**src/rtl/vec_cmp_pred_pkg.sv**
```systemverilog
package vec_cmp_pred_pkg;

  typedef enum logic [2:0] {
    CMP_EQ  = 3'd0,
    CMP_NE  = 3'd1,
    CMP_LT  = 3'd2,
    CMP_GE  = 3'd3,
    CMP_LTU = 3'd4,
    CMP_GEU = 3'd5
  } cmp_e;

  typedef struct packed {
    logic load;      // capture operation parameters, clear accumulator
    logic vecA;      // operand A steps per element
    logic vecB;      // operand B steps per element
    logic accumEn;   // fold this cycle's compare into the accumulator
    logic lastPred;  // final predicate cycle: issue the write
    logic lastBr;    // branch cycle: issue the decision
  } ctrl_t;

endpackage

```
**src/rtl/vec_cmp_pred_ctrl.sv**
```systemverilog
module vec_cmp_pred_ctrl
  import vec_cmp_pred_pkg::*;
#(
  parameter int XLEN = 32,
  localparam int VLW  = $clog2(XLEN + 1),
  localparam int IDXW = $clog2(XLEN)
) (
  input  logic            clk,
  input  logic            rstN,
  input  logic            start,
  input  logic [VLW-1:0]  lenA,
  input  logic [VLW-1:0]  lenB,
  input  logic [VLW-1:0]  vl,
  output ctrl_t           ctl,
  output logic [IDXW-1:0] idx,
  output logic            busy
);

  typedef enum logic [1:0] {ST_IDLE, ST_RUN, ST_BR} state_e;

  state_e         state;
  logic [VLW-1:0] vlQ;
  logic [VLW-1:0] vlClamp;
  logic           lastElem;

  assign vlClamp  = (vl > VLW'(XLEN)) ? VLW'(XLEN) : vl;
  assign lastElem = (vlQ == '0) || (VLW'(idx) == vlQ - VLW'(1));
  assign busy     = (state != ST_IDLE);

  always_comb begin
    ctl          = '0;
    ctl.vecA     = (lenA > VLW'(1));
    ctl.vecB     = (lenB > VLW'(1));
    ctl.load     = (state == ST_IDLE) && start;
    ctl.accumEn  = (state == ST_RUN) && (vlQ != '0);
    ctl.lastPred = (state == ST_RUN) && lastElem;
    ctl.lastBr   = (state == ST_BR);
  end

  always_ff @(posedge clk) begin
    if (!rstN) begin
      state <= ST_IDLE;
      vlQ   <= '0;
      idx   <= '0;
    end else begin
      unique case (state)
        ST_IDLE: begin
          if (start) begin
            vlQ   <= vlClamp;
            idx   <= '0;
            state <= (ctl.vecA || ctl.vecB) ? ST_RUN : ST_BR;
          end
        end
        ST_RUN: begin
          if (lastElem) state <= ST_IDLE;
          else          idx   <= idx + IDXW'(1);
        end
        ST_BR:   state <= ST_IDLE;
        default: state <= ST_IDLE;
      endcase
    end
  end

endmodule

```
**src/rtl/vec_cmp_pred_dpath.sv**
```systemverilog
module vec_cmp_pred_dpath
  import vec_cmp_pred_pkg::*;
#(
  parameter int XLEN = 32,
  parameter int NREG = 32,
  localparam int REGW = $clog2(NREG),
  localparam int IDXW = $clog2(XLEN)
) (
  input  logic            clk,
  input  logic            rstN,
  input  ctrl_t           ctl,
  input  logic [IDXW-1:0] idx,
  input  logic [REGW-1:0] srcA,
  input  logic [REGW-1:0] srcB,
  input  logic [2:0]      cmpSel,
  input  logic [REGW-1:0] predReg,
  output logic [REGW-1:0] rdAddrA,
  input  logic [XLEN-1:0] rdDataA,
  output logic [REGW-1:0] rdAddrB,
  input  logic [XLEN-1:0] rdDataB,
  output logic            wrEn,
  output logic [REGW-1:0] wrAddr,
  output logic [XLEN-1:0] wrData,
  output logic            brValid,
  output logic            brTaken,
  output logic            done
);

  logic [REGW-1:0] srcAQ, srcBQ, predRegQ;
  logic            vecAQ, vecBQ;
  logic [2:0]      cmpQ;
  logic [XLEN-1:0] acc, accNext;
  logic            cmpRes;
  logic [REGW-1:0] stepIdx;

  assign stepIdx = REGW'(idx);
  assign rdAddrA = srcAQ + (vecAQ ? stepIdx : '0);
  assign rdAddrB = srcBQ + (vecBQ ? stepIdx : '0);

  always_comb begin
    unique case (cmpQ)
      CMP_EQ:  cmpRes = (rdDataA == rdDataB);
      CMP_NE:  cmpRes = (rdDataA != rdDataB);
      CMP_LT:  cmpRes = ($signed(rdDataA) <  $signed(rdDataB));
      CMP_GE:  cmpRes = ($signed(rdDataA) >= $signed(rdDataB));
      CMP_LTU: cmpRes = (rdDataA <  rdDataB);
      CMP_GEU: cmpRes = (rdDataA >= rdDataB);
      default: cmpRes = 1'b0;
    endcase
  end

  assign accNext = ctl.accumEn ? (acc | (XLEN'(cmpRes) << idx)) : acc;

  always_ff @(posedge clk) begin
    if (!rstN) begin
      srcAQ    <= '0;
      srcBQ    <= '0;
      predRegQ <= '0;
      vecAQ    <= 1'b0;
      vecBQ    <= 1'b0;
      cmpQ     <= '0;
      acc      <= '0;
      wrEn     <= 1'b0;
      wrAddr   <= '0;
      wrData   <= '0;
      brValid  <= 1'b0;
      brTaken  <= 1'b0;
      done     <= 1'b0;
    end else begin
      if (ctl.load) begin
        srcAQ    <= srcA;
        srcBQ    <= srcB;
        predRegQ <= predReg;
        vecAQ    <= ctl.vecA;
        vecBQ    <= ctl.vecB;
        cmpQ     <= cmpSel;
        acc      <= '0;
      end else begin
        acc <= accNext;
      end
      wrEn    <= ctl.lastPred;
      brValid <= ctl.lastBr;
      done    <= ctl.lastPred | ctl.lastBr;
      if (ctl.lastPred) begin
        wrAddr <= predRegQ;
        wrData <= accNext;
      end
      if (ctl.lastBr) brTaken <= cmpRes;
    end
  end

endmodule

```
**src/rtl/vec_cmp_pred.sv**
```systemverilog
module vec_cmp_pred
  import vec_cmp_pred_pkg::*;
#(
  parameter int XLEN = 32,
  parameter int NREG = 32,
  localparam int REGW = $clog2(NREG),
  localparam int VLW  = $clog2(XLEN + 1),
  localparam int IDXW = $clog2(XLEN)
) (
  input  logic            clk,
  input  logic            rstN,
  input  logic            start,
  input  logic [REGW-1:0] srcA,
  input  logic [VLW-1:0]  lenA,
  input  logic [REGW-1:0] srcB,
  input  logic [VLW-1:0]  lenB,
  input  logic [VLW-1:0]  vl,
  input  logic [2:0]      cmpSel,
  input  logic [REGW-1:0] predReg,
  output logic [REGW-1:0] rdAddrA,
  input  logic [XLEN-1:0] rdDataA,
  output logic [REGW-1:0] rdAddrB,
  input  logic [XLEN-1:0] rdDataB,
  output logic            busy,
  output logic            wrEn,
  output logic [REGW-1:0] wrAddr,
  output logic [XLEN-1:0] wrData,
  output logic            brValid,
  output logic            brTaken,
  output logic            done
);

  ctrl_t           ctl;
  logic [IDXW-1:0] idx;

  vec_cmp_pred_ctrl #(.XLEN(XLEN)) u_ctrl (
    .clk  (clk),
    .rstN (rstN),
    .start(start),
    .lenA (lenA),
    .lenB (lenB),
    .vl   (vl),
    .ctl  (ctl),
    .idx  (idx),
    .busy (busy)
  );

  vec_cmp_pred_dpath #(.XLEN(XLEN), .NREG(NREG)) u_dpath (
    .clk    (clk),
    .rstN   (rstN),
    .ctl    (ctl),
    .idx    (idx),
    .srcA   (srcA),
    .srcB   (srcB),
    .cmpSel (cmpSel),
    .predReg(predReg),
    .rdAddrA(rdAddrA),
    .rdDataA(rdDataA),
    .rdAddrB(rdAddrB),
    .rdDataB(rdDataB),
    .wrEn   (wrEn),
    .wrAddr (wrAddr),
    .wrData (wrData),
    .brValid(brValid),
    .brTaken(brTaken),
    .done   (done)
  );

endmodule

```
**config.mk**
```make
export PLATFORM = sky130hd
export DESIGN_NAME = vec_cmp_pred
export DESIGN_NICKNAME = d
export VERILOG_FILES = /design/src/rtl/vec_cmp_pred_pkg.sv /design/src/rtl/vec_cmp_pred_ctrl.sv /design/src/rtl/vec_cmp_pred_dpath.sv /design/src/rtl/vec_cmp_pred.sv
export SDC_FILE = /design/constraint.sdc
export NUM_CORES = 1
export LEC_CHECK = 0
export ABC_AREA = 1
export BUFFER_PORTS_ARGS = -buffer_cell sky130_fd_sc_hd__clkbuf_2
export CORE_ASPECT_RATIO = 1.4
export CORE_MARGIN = 2
export CORE_UTILIZATION = 50
export DETAILED_ROUTE_END_ITERATION = 12
export PLACE_DENSITY = 0.77
export SLEW_MARGIN = 20
export SYNTH_ARGS = -nofsm -noshare
export SYNTH_HDL_FRONTEND = slang
export SYNTH_SLANG_ARGS = --single-unit
```
**constraint.sdc**
```tcl
create_clock -name clk -period 2.3 [get_ports clk]
set_input_delay 0.115 -clock clk [delete_from_list [all_inputs] [get_ports clk]]
set_output_delay 0.115 -clock clk [all_outputs]
set_load 0.01 [all_outputs]
```
## Yosys cells after proc, flatten, opt, wreduce, memory -nomap -nowiden

Index checks and enable logic that the tools add are counted.
Widths: inputs -> output; s select.

| word-level totals | value |
|---|---|
| logic and storage cells | 71 |
| bits in latches | 0 |
| bits in writable memories | 0 |
| ROM bits | 0 |
| memories | 0 |
| output and inout bits | 52 |
| input port bits | 103 |
| flip-flop bits (word level) | 106 |

| cells by class | value |
|---|---|
| mux-type cells | 12 |
| shifts and indexed selects | 1 |
| reductions and logical operators | 15 |
| add/sub/neg operators | 4 |
| eq/ne operators | 13 |
| bitwise gates (word level) | 3 |
| $mul | 0 |
| div/mod/pow operators | 0 |
| $lt $le $gt $ge | 7 |

Operators with widths:

| cell | count |
|---|---|
| $ge 32x32->1 | 2 |
| $lt 32x32->1 | 2 |
| $eq 32x32->1 | 1 |
| $mux 32 | 1 |
| $ne 32x32->1 | 1 |
| $or 32x32->32 | 1 |
| $shl 1x5->32 | 1 |
| $mux 5 | 4 |
| $gt 6x1->1 const B | 2 |
| $add 5x5->5 | 2 |
| $pmux 5 s2 | 1 |
| $eq 3x2->1 const B | 2 |
| $eq 3x3->1 const B | 2 |
| $eq 5x6->1 | 1 |
| $gt 6x6->1 const B | 1 |
| $logic_not 6->1 | 1 |
| $mux 2 | 3 |
| $mux 6 | 1 |
| $pmux 1 s6 | 1 |
| $reduce_bool 6->1 | 1 |
| $sub 6x1->6 const B | 1 |
| $add 5x1->5 const B | 1 |
| $ne 2x2->1 const B | 2 |
| $pmux 2 s2 | 1 |
| 14 further kinds | 19 |

## Depth between registers and ports, before layout

Gate-level depths: netlist (run 1).

| depth | value |
|---|---|
| word-level depth | 5 |
| mapped depth | 21 |
| depth with buffers taken out | 21 |

## Cells and area by module

Synthesis (run 1) repeated with hierarchy kept, for this count alone.

| second synthesis, totals | value |
|---|---|
| cell total of the unflattened synthesis | 830 |
| area total of the unflattened synthesis | 5761.8 um^2 |

By module, submodules not included:

| module | times used | seq. area each (um^2) | area an instance (um^2) | cells an instance |
|---|---|---|---|---|
| vec_cmp_pred_dpath | 1 | 1861.8 | 4887.2 | 696 |
| vec_cmp_pred_ctrl | 1 | 260.2 | 874.6 | 134 |

## Worst setup path after synthesis (run 1)

Ideal clock, no wire load.

| timing | value |
|---|---|
| kind | register to register |
| start point | reg u_ctrl.vlQ[0] |
| end point | reg u_dpath.wrData[0] |
| stages on the path, launching flop included | 15 |
| period minus slack after synthesis | 2.005 ns |
| data arrival time | 1.896 ns |
| setup slack | 0.295 ns |
| path buffers | 2 |
| library setup time | 0.109 ns |
| data required time | 2.191 ns |
| cell sequence | dfxtp_1 > inv_1 > ha_1 > xnor2_1 > a211oi_1 > o211a_1 > nand4_1 > nand2_1 > nand2_1 > inv_2 > buf_6 > buf_2 > nand3_1 > nand2_1 > inv_1 |

| between the ends | value |
|---|---|
| word-level cells in the longest chain between the ends | 4 |
| elaborated cells between the ends (all ways) | 8 |
| classes of those cells | add/sub (1); eq/ne (1); mux (1); reduce/logical (5) |

RTL lines:

| element | RTL line | source |
|---|---|---|
| from (decl) | vec_cmp_pred_ctrl.sv:22 | `logic [VLW-1:0] vlQ;` |
| from (signal assigned) | vec_cmp_pred_ctrl.sv:49 | `vlQ <= vlClamp;` |
| $sub 6x1->6 | vec_cmp_pred_ctrl.sv:27 | `assign lastElem = (vlQ == '0) \|\| (VLW'(idx) == vlQ - VLW'(1));` |
| $eq 5x6->1 | vec_cmp_pred_ctrl.sv:27 |  |
| $logic_or 1x1->1 | vec_cmp_pred_ctrl.sv:27 |  |
| $logic_and 1x1->1 | vec_cmp_pred_ctrl.sv:36 | `ctl.lastPred = (state == ST_RUN) && lastElem;` |
| to (signal assigned) | vec_cmp_pred_dpath.sv:86 | `wrData <= accNext;` |
| to (decl) | vec_cmp_pred_dpath.sv:23 | `output logic [XLEN-1:0] wrData,` |

Several ways; a longest one is shown, not always the timed one.
A chain may end at the register's enable or synchronous reset.

## Worst setup path after layout (run 1)

| timing | value |
|---|---|
| start point | reg u_ctrl.vlQ[0] |
| end point | reg u_dpath.wrData[19] |

Same word-level chain as after synthesis.

==> impl_metrics.ini, run 1 <==
[job]
maxCapViolations = 0

[timing]
slew-limit-headroom_pct = 70.0
worstMarginPinSlew_ps = 448
setup_viol = 0
hold_viol_final = 0
holdWs_ps = 15.6
finClkSkew_ps = 9.18
max_freq_ghz = 0.463
period_needed_ps = 2160
min_period_over_period_pct = 94.0
rsz0062_at_grt = yes
tns_ps = 0
slew_violations = 0
final.setup.worst_slack_ps = 138

[setup_path]
crit_path_frequent_cell = inv_1
reg2reg_to = u_dpath.wrData[19]
critPathLaunchType = flip-flop
slowest_stage = dfxtp_1
critPathCaptureType = flip-flop
slowest_delay_ps = 350
worstPathArrival_ps = 2400
regToRegSetupSlack_ps = 140
crit_fanout = 21
r2r-start = u_ctrl.vlQ[0]
reg2reg_depth = 13
crit_chain = inv_1, ha_1, xnor2_1, a211oi_1, o211a_1, nand4_1, nand2_2, nand2_4, inv_8, clkbuf_16, nand3_1, nand2_1, inv_1
crit_type = flip-flop to flip-flop
required_ps = 2540

[route]
drt_wl_total_um = 12800
wl_per_cell_um = 11.5
dr.pass1.iters = 4
wl_met2_um = 6520
met3_length_um = 583
top_layer_used = met4
viasPerCell = 4.73
drc = 0
drt_iter0_drc = 211
num_vias = 5274
ant_nets = 0
met1Wirelength_um = 5420

[synth]
seq_area_frac_synth_pct = 38.0
syn_area_per_cell_um2 = 7.02
synth_top_area_share_pct = 38.0
synth.net_count = 944
synth_cell_types = 37
yosys_warnings = 0
yosys.area.top_type = dfxtp_1
synth_area_leaders = dfxtp_1 38%, inv_1 11%, nand2_1 10%
ys_ff_latch = 106
synth_area_mm2 = 0.00559
synthCells = 796

[clocking]
cts_buffer_depth = 2
h-tree-depth = 3
tritoncts = done
numCtsBuffers = 9
root_buffer = clkbuf_16
clk_latency_ps = 340
cts.sinks = 106
path_clk_slew_ps = 70

[final_layout]
fin_util_pct = 65.5
n_antenna_cell = 0
finalNonFillerCells = 1116
syn_to_final_growth_pct = 27.3
fin_area_mm2 = 0.00712
nets = 1118
nFillCells = 983
layout-drive-gt1-share_pct = 22.3

[min_path]
min_from = vl[1]
hold_path.class = primary input to flip-flop
min_to = u_ctrl.vlQ[1]
hold_depth = 3

[floorplanning]
top_level_ports = 155
row_count = 45
start_util_pct = 51.5
core_region_area_mm2 = 0.0109
die_w_um = 93.4
die-area_mm2 = 0.0121
dieHeight_um = 129

[grt]
grt_max_degree = 43
track_usage_pct = 21.7
first_global_vias = 5128
antenna_found_initial = 0
overflow = 0
grt_pass1_wl_um = 21400

[power_and_ir_drop]
irDropWorstVdd_mv = 0.413
cellLeakagePower_nw = 3.71
power_mw = 4.32
p_per_area_mw_per_mm2 = 607

[placement]
routabilityCongestion = 0.862
dp_hpwl_um = 9480
placed_area_mm2 = 0.00655
portBuffers = 152
dp_cells = 1080
dpl_worst_slack_ps = 19.0

[status]
status = finished clean
==> cell type report <==
| class | count | area (µm²) | area share [%] |
|---|---|---|---|
| flip-flops and latches | 106 | 2130 | 29.9 |
| multi-input cells | 500 | 2740 | 38.6 |
| inverters | 163 | 619 | 8.70 |
| well taps | 141 | 176 | 2.48 |
| clock buffers | 11 | 243 | 3.41 |
| clock inverters | 5 | 62.6 | 0.879 |
| repair buffers | 190 | 1150 | 16.1 |
==> synthesized netlist by cell type (all sizes together) <==
library cell and count:
o21ai 36, nand3b 1, xnor2 7, nand2 158, a211oi 1, dfxtp 106
a21oi 52, o21a 2, ha 43, nor2 98, inv 162, nand4 5
nor3b 2, nand3 70, o31ai 1, buf 10, o211a 1, fa 2
or2 1, xor2 9, clkbuf 17, o22ai 4, clkinv 1, nor3 7
==> worst max-delay path, delay by kind of cell (launching register included) <==
| family | cells | cell delay, ps |
|---|---|---|
| and+or+nand+nor | 5 | 490 |
| buffers and inverters | 4 | 440 |
| AOI/OAI and AO/OA | 2 | 370 |
| DFF | 1 | 350 |
| adders and majority gates | 1 | 310 |
| xor gates and xnor gates | 1 | 120 |
==> metal layers <==
| metal | up-vias | track usage, % |
|---|---|---|
| met4 | 0 | 8.30 |
| met1 | 2307 | 25.1 |
| met2 | 136 | 40.0 |
| met3 | 22 | 3.26 |
| met5 | - | 0 |
| li1 | 2809 | - |
==> logic make-up (layout without fill, tap and decap cells) <==
logic type	after synthesis	count (layout)	share of synthesized area [%]
AO/OA/AOI/OAI	97	97	9.38
XOR/XNOR	16	16	2.51
adder cells (fa/ha/maj)	45	45	10.3
buffers and inverters	190	369	13.3
flip-flops	106	106	38.0
AND/OR/NAND/NOR	342	342	26.5
==> placed cells by master (no fill, tap or decap), drive strengths merged, types with 2 or more instances in the layout <==
cell	n
clkinv	3
xnor2	7
clkbuf	165
nand4	5
o21ai	36
dlygate4sd3	18
ha	43
a21oi	52
fa	2
nor3	7
buf	18
o22ai	4
dfxtp	106
nand3	70
inv	163
nand2	158
nor2	98
o21a	2
xor2	9
nor3b	2
==> flip-flops by register name, summed over array words and instances (netlist names) <==
name / flops
u_dpath.cmpQ: 3
u_dpath.predRegQ: 5
u_ctrl.state: 2
u_dpath.brTaken: 1
u_ctrl.idx: 5
u_dpath.srcBQ: 5
u_dpath.done: 1
u_dpath.wrEn: 1
u_dpath.vecAQ: 1
u_dpath.srcAQ: 5
u_dpath.acc: 32
u_dpath.vecBQ: 1
u_dpath.wrData: 32
u_dpath.brValid: 1
u_ctrl.vlQ: 6
u_dpath.wrAddr: 5
==> repair_timing <==
item	4_1_cts	5_1_grt
hold endpoints to repair	18	0
hold buffers	18	0
endpoints found under the setup margin	0	41
resized for setup	0	13
setup buffers	0	0
==> report_power, final <==
group | switching (mW) | total [mW] | internal, mW
registers | 0.0523 | 1.97 | 1.92
clock network | 0.672 | 1.55 | 0.882
logic | 0.446 | 0.793 | 0.347
total | 1.17 | 4.32 | 3.15
==> worst max-delay path by stage <==
stage	start	end	slack [ps]
2_1_floorplan	u_ctrl.vlQ[0]	u_dpath.wrData[0]	290
4_1_cts	u_ctrl.vlQ[0]	u_dpath.wrData[5]	10
3_3_place_gp	u_ctrl.vlQ[0]	u_dpath.wrData[5]	90
6_report	u_ctrl.vlQ[0]	u_dpath.wrData[19]	140
3_5_place_dp	rdDataB[7]	u_dpath.wrData[10]	20
5_1_grt	u_ctrl.vlQ[0]	u_dpath.wrData[31]	-7
Note: power is estimated with default switching activity, not from simulation.
==> run 2, diff against run 1 <==
--- a/config.mk
+++ b/config.mk
@@ -11,6 +11,7 @@
 export CORE_MARGIN = 2
 export CORE_UTILIZATION = 50
 export DETAILED_ROUTE_END_ITERATION = 12
+export HOLD_SLACK_MARGIN = 0.02
 export PLACE_DENSITY = 0.77
 export SLEW_MARGIN = 20
 export SYNTH_ARGS = -nofsm -noshare
==> impl_metrics.ini, run 2 (synthesis gave the netlist of run 1 again) <==
[status]
status = finished clean

[timing]
hold_viol_final = 0
finClkSkew_ps = 10.2
worstMarginPinSlew_ps = 446
min_period_over_period_pct = 93.9
period_needed_ps = 2160
max_freq_ghz = 0.463
slew-limit-headroom_pct = 70.1
holdWs_ps = 37.0
rsz0062_at_grt = yes
slew_violations = 0
setup_viol = 0

[power_and_ir_drop]
irDropWorstVdd_mv = 0.413
power_mw = 4.33
p_per_area_mw_per_mm2 = 607
cellLeakagePower_nw = 3.72

[floorplanning]
die_w_um = 93.4
dieHeight_um = 129
row_count = 45
die-area_mm2 = 0.0121
start_util_pct = 51.5
core_region_area_mm2 = 0.0109
top_level_ports = 155

[final_layout]
final_common_cell = inv_1
syn_to_final_growth_pct = 27.6
nets = 1120
fin_util_pct = 65.7
n_antenna_cell = 0
final_cell_mix = 161 x inv_1, 152 x clkbuf_2, 150 x nand2_1
fin_area_mm2 = 0.00714
finalNonFillerCells = 1118
reg.largest.list = u_dpath.acc x32, u_dpath.wrData x32, u_ctrl.vlQ x6
multi_input_area_mm2 = 0.00274
regArea_mm2 = 0.00213
layout-drive-gt1-share_pct = 22.2
nFillCells = 977

[clocking]
path_clk_slew_ps = 70
cts_buffer_depth = 2
cts.sinks = 106
numCtsBuffers = 9
h-tree-depth = 3
cts_setup_buffers = 0
root_buffer = clkbuf_16
tritoncts = done
clk_latency_ps = 340

[grt]
first_global_vias = 5124
grt_max_degree = 43
track_usage_pct = 21.7
overflow = 0
grt_pass1_wl_um = 21400
antenna_found_initial = 0

[placement]
dp_hpwl_um = 9480
portBuffers = 152
routabilityCongestion = 0.862
dp_cells = 1080
placed_area_mm2 = 0.00655

[route]
drc = 0
drt_iter0_drc = 211
ant_nets = 0
dr.pass1.iters = 4
drt_wl_total_um = 12900
wl_per_cell_um = 11.5
viasPerCell = 4.72
num_vias = 5277

[min_path]
hold_path.class = primary input to flip-flop

[setup_path]
critPathCaptureType = flip-flop
crit_fanout = 21
critPathLaunchType = flip-flop
worstPathArrival_ps = 2400
crit_type = flip-flop to flip-flop
required_ps = 2540

[job]
maxCapViolations = 0
## run 2: changes by cell type in the layout (fill, tap and decap cells not counted), sizes merged
| cell | before | now |
|---|---|---|
| dlygate4sd3 | 18 | 20 |
## run 2: timing repair
action / in CTS / in global routing
gates resized for setup: 0 / 13
setup endpoints to repair: 0 / 41
hold buffers: 20 / 0
hold endpoints to repair: 20 / 0
## run 2: per-layer routing
metal / routed length (µm) / GRT usage (%) / share of wire [%]
met5: 0 / 0 / 0
met4: 305 / 8.13 / 2.4
met3: 575 / 3.26 / 4.5
met2: 6570 / 40.1 / 51
met1: 5420 / 25.2 / 42
## run 2: report_power, final
| part | internal, mW | switching, mW | total, mW | leakage [nW] |
|---|---|---|---|---|
| registers | 1.92 | 0.0523 | 1.97 | 0.863 |
| logic | 0.349 | 0.446 | 0.795 | 2.71 |
| clock network | 0.882 | 0.679 | 1.56 | 0.148 |
## run 2: through the flow
| stage | setup WS (ps) | TNS, ps |
|---|---|---|
| final | 139 | 0 |
| after global routing | -7.01 | -7.58 |
| after CTS | 9.53 | 0 |
| after detailed placement | 19.0 | 0 |
| after global placement | 85.6 | 0 |
| after floorplan | 295 | 0 |
## run 2: worst paths after layout
check | startpoint | end | slack [ps] | cells after the start
max | u_ctrl.vlQ[0] | u_dpath.wrData[19] | 140 | 13
min | vl[0] | u_ctrl.vlQ[0] | 40 | 3
max reg2reg | u_ctrl.vlQ[0] | u_dpath.wrData[19] | 140 | 13
min reg2reg | u_dpath.predRegQ[1] | u_dpath.wrAddr[1] | 450 | 2
## run 2: final cells by class
cell class                 instances  share of cell area (%)
multi-input combinational        500                    38.4
tap                              141                    2.47
clock buffer                      11                    3.40
timing repair buffer             192                    16.3
sequential                       106                    29.8
inverter                         163                    8.68
clock inverter                     5                   0.877
## run 2: worst max-delay path, cell delays in order (launching register included)
cell and delay, ps:
dfxtp_1 350, inv_1 90, ha_1 310, xnor2_1 120, a211oi_1 180, o211a_1 190, nand4_1 120, nand2_2 110
nand2_4 90, inv_8 120, clkbuf_16 190, nand3_1 100, nand2_1 70, inv_1 40
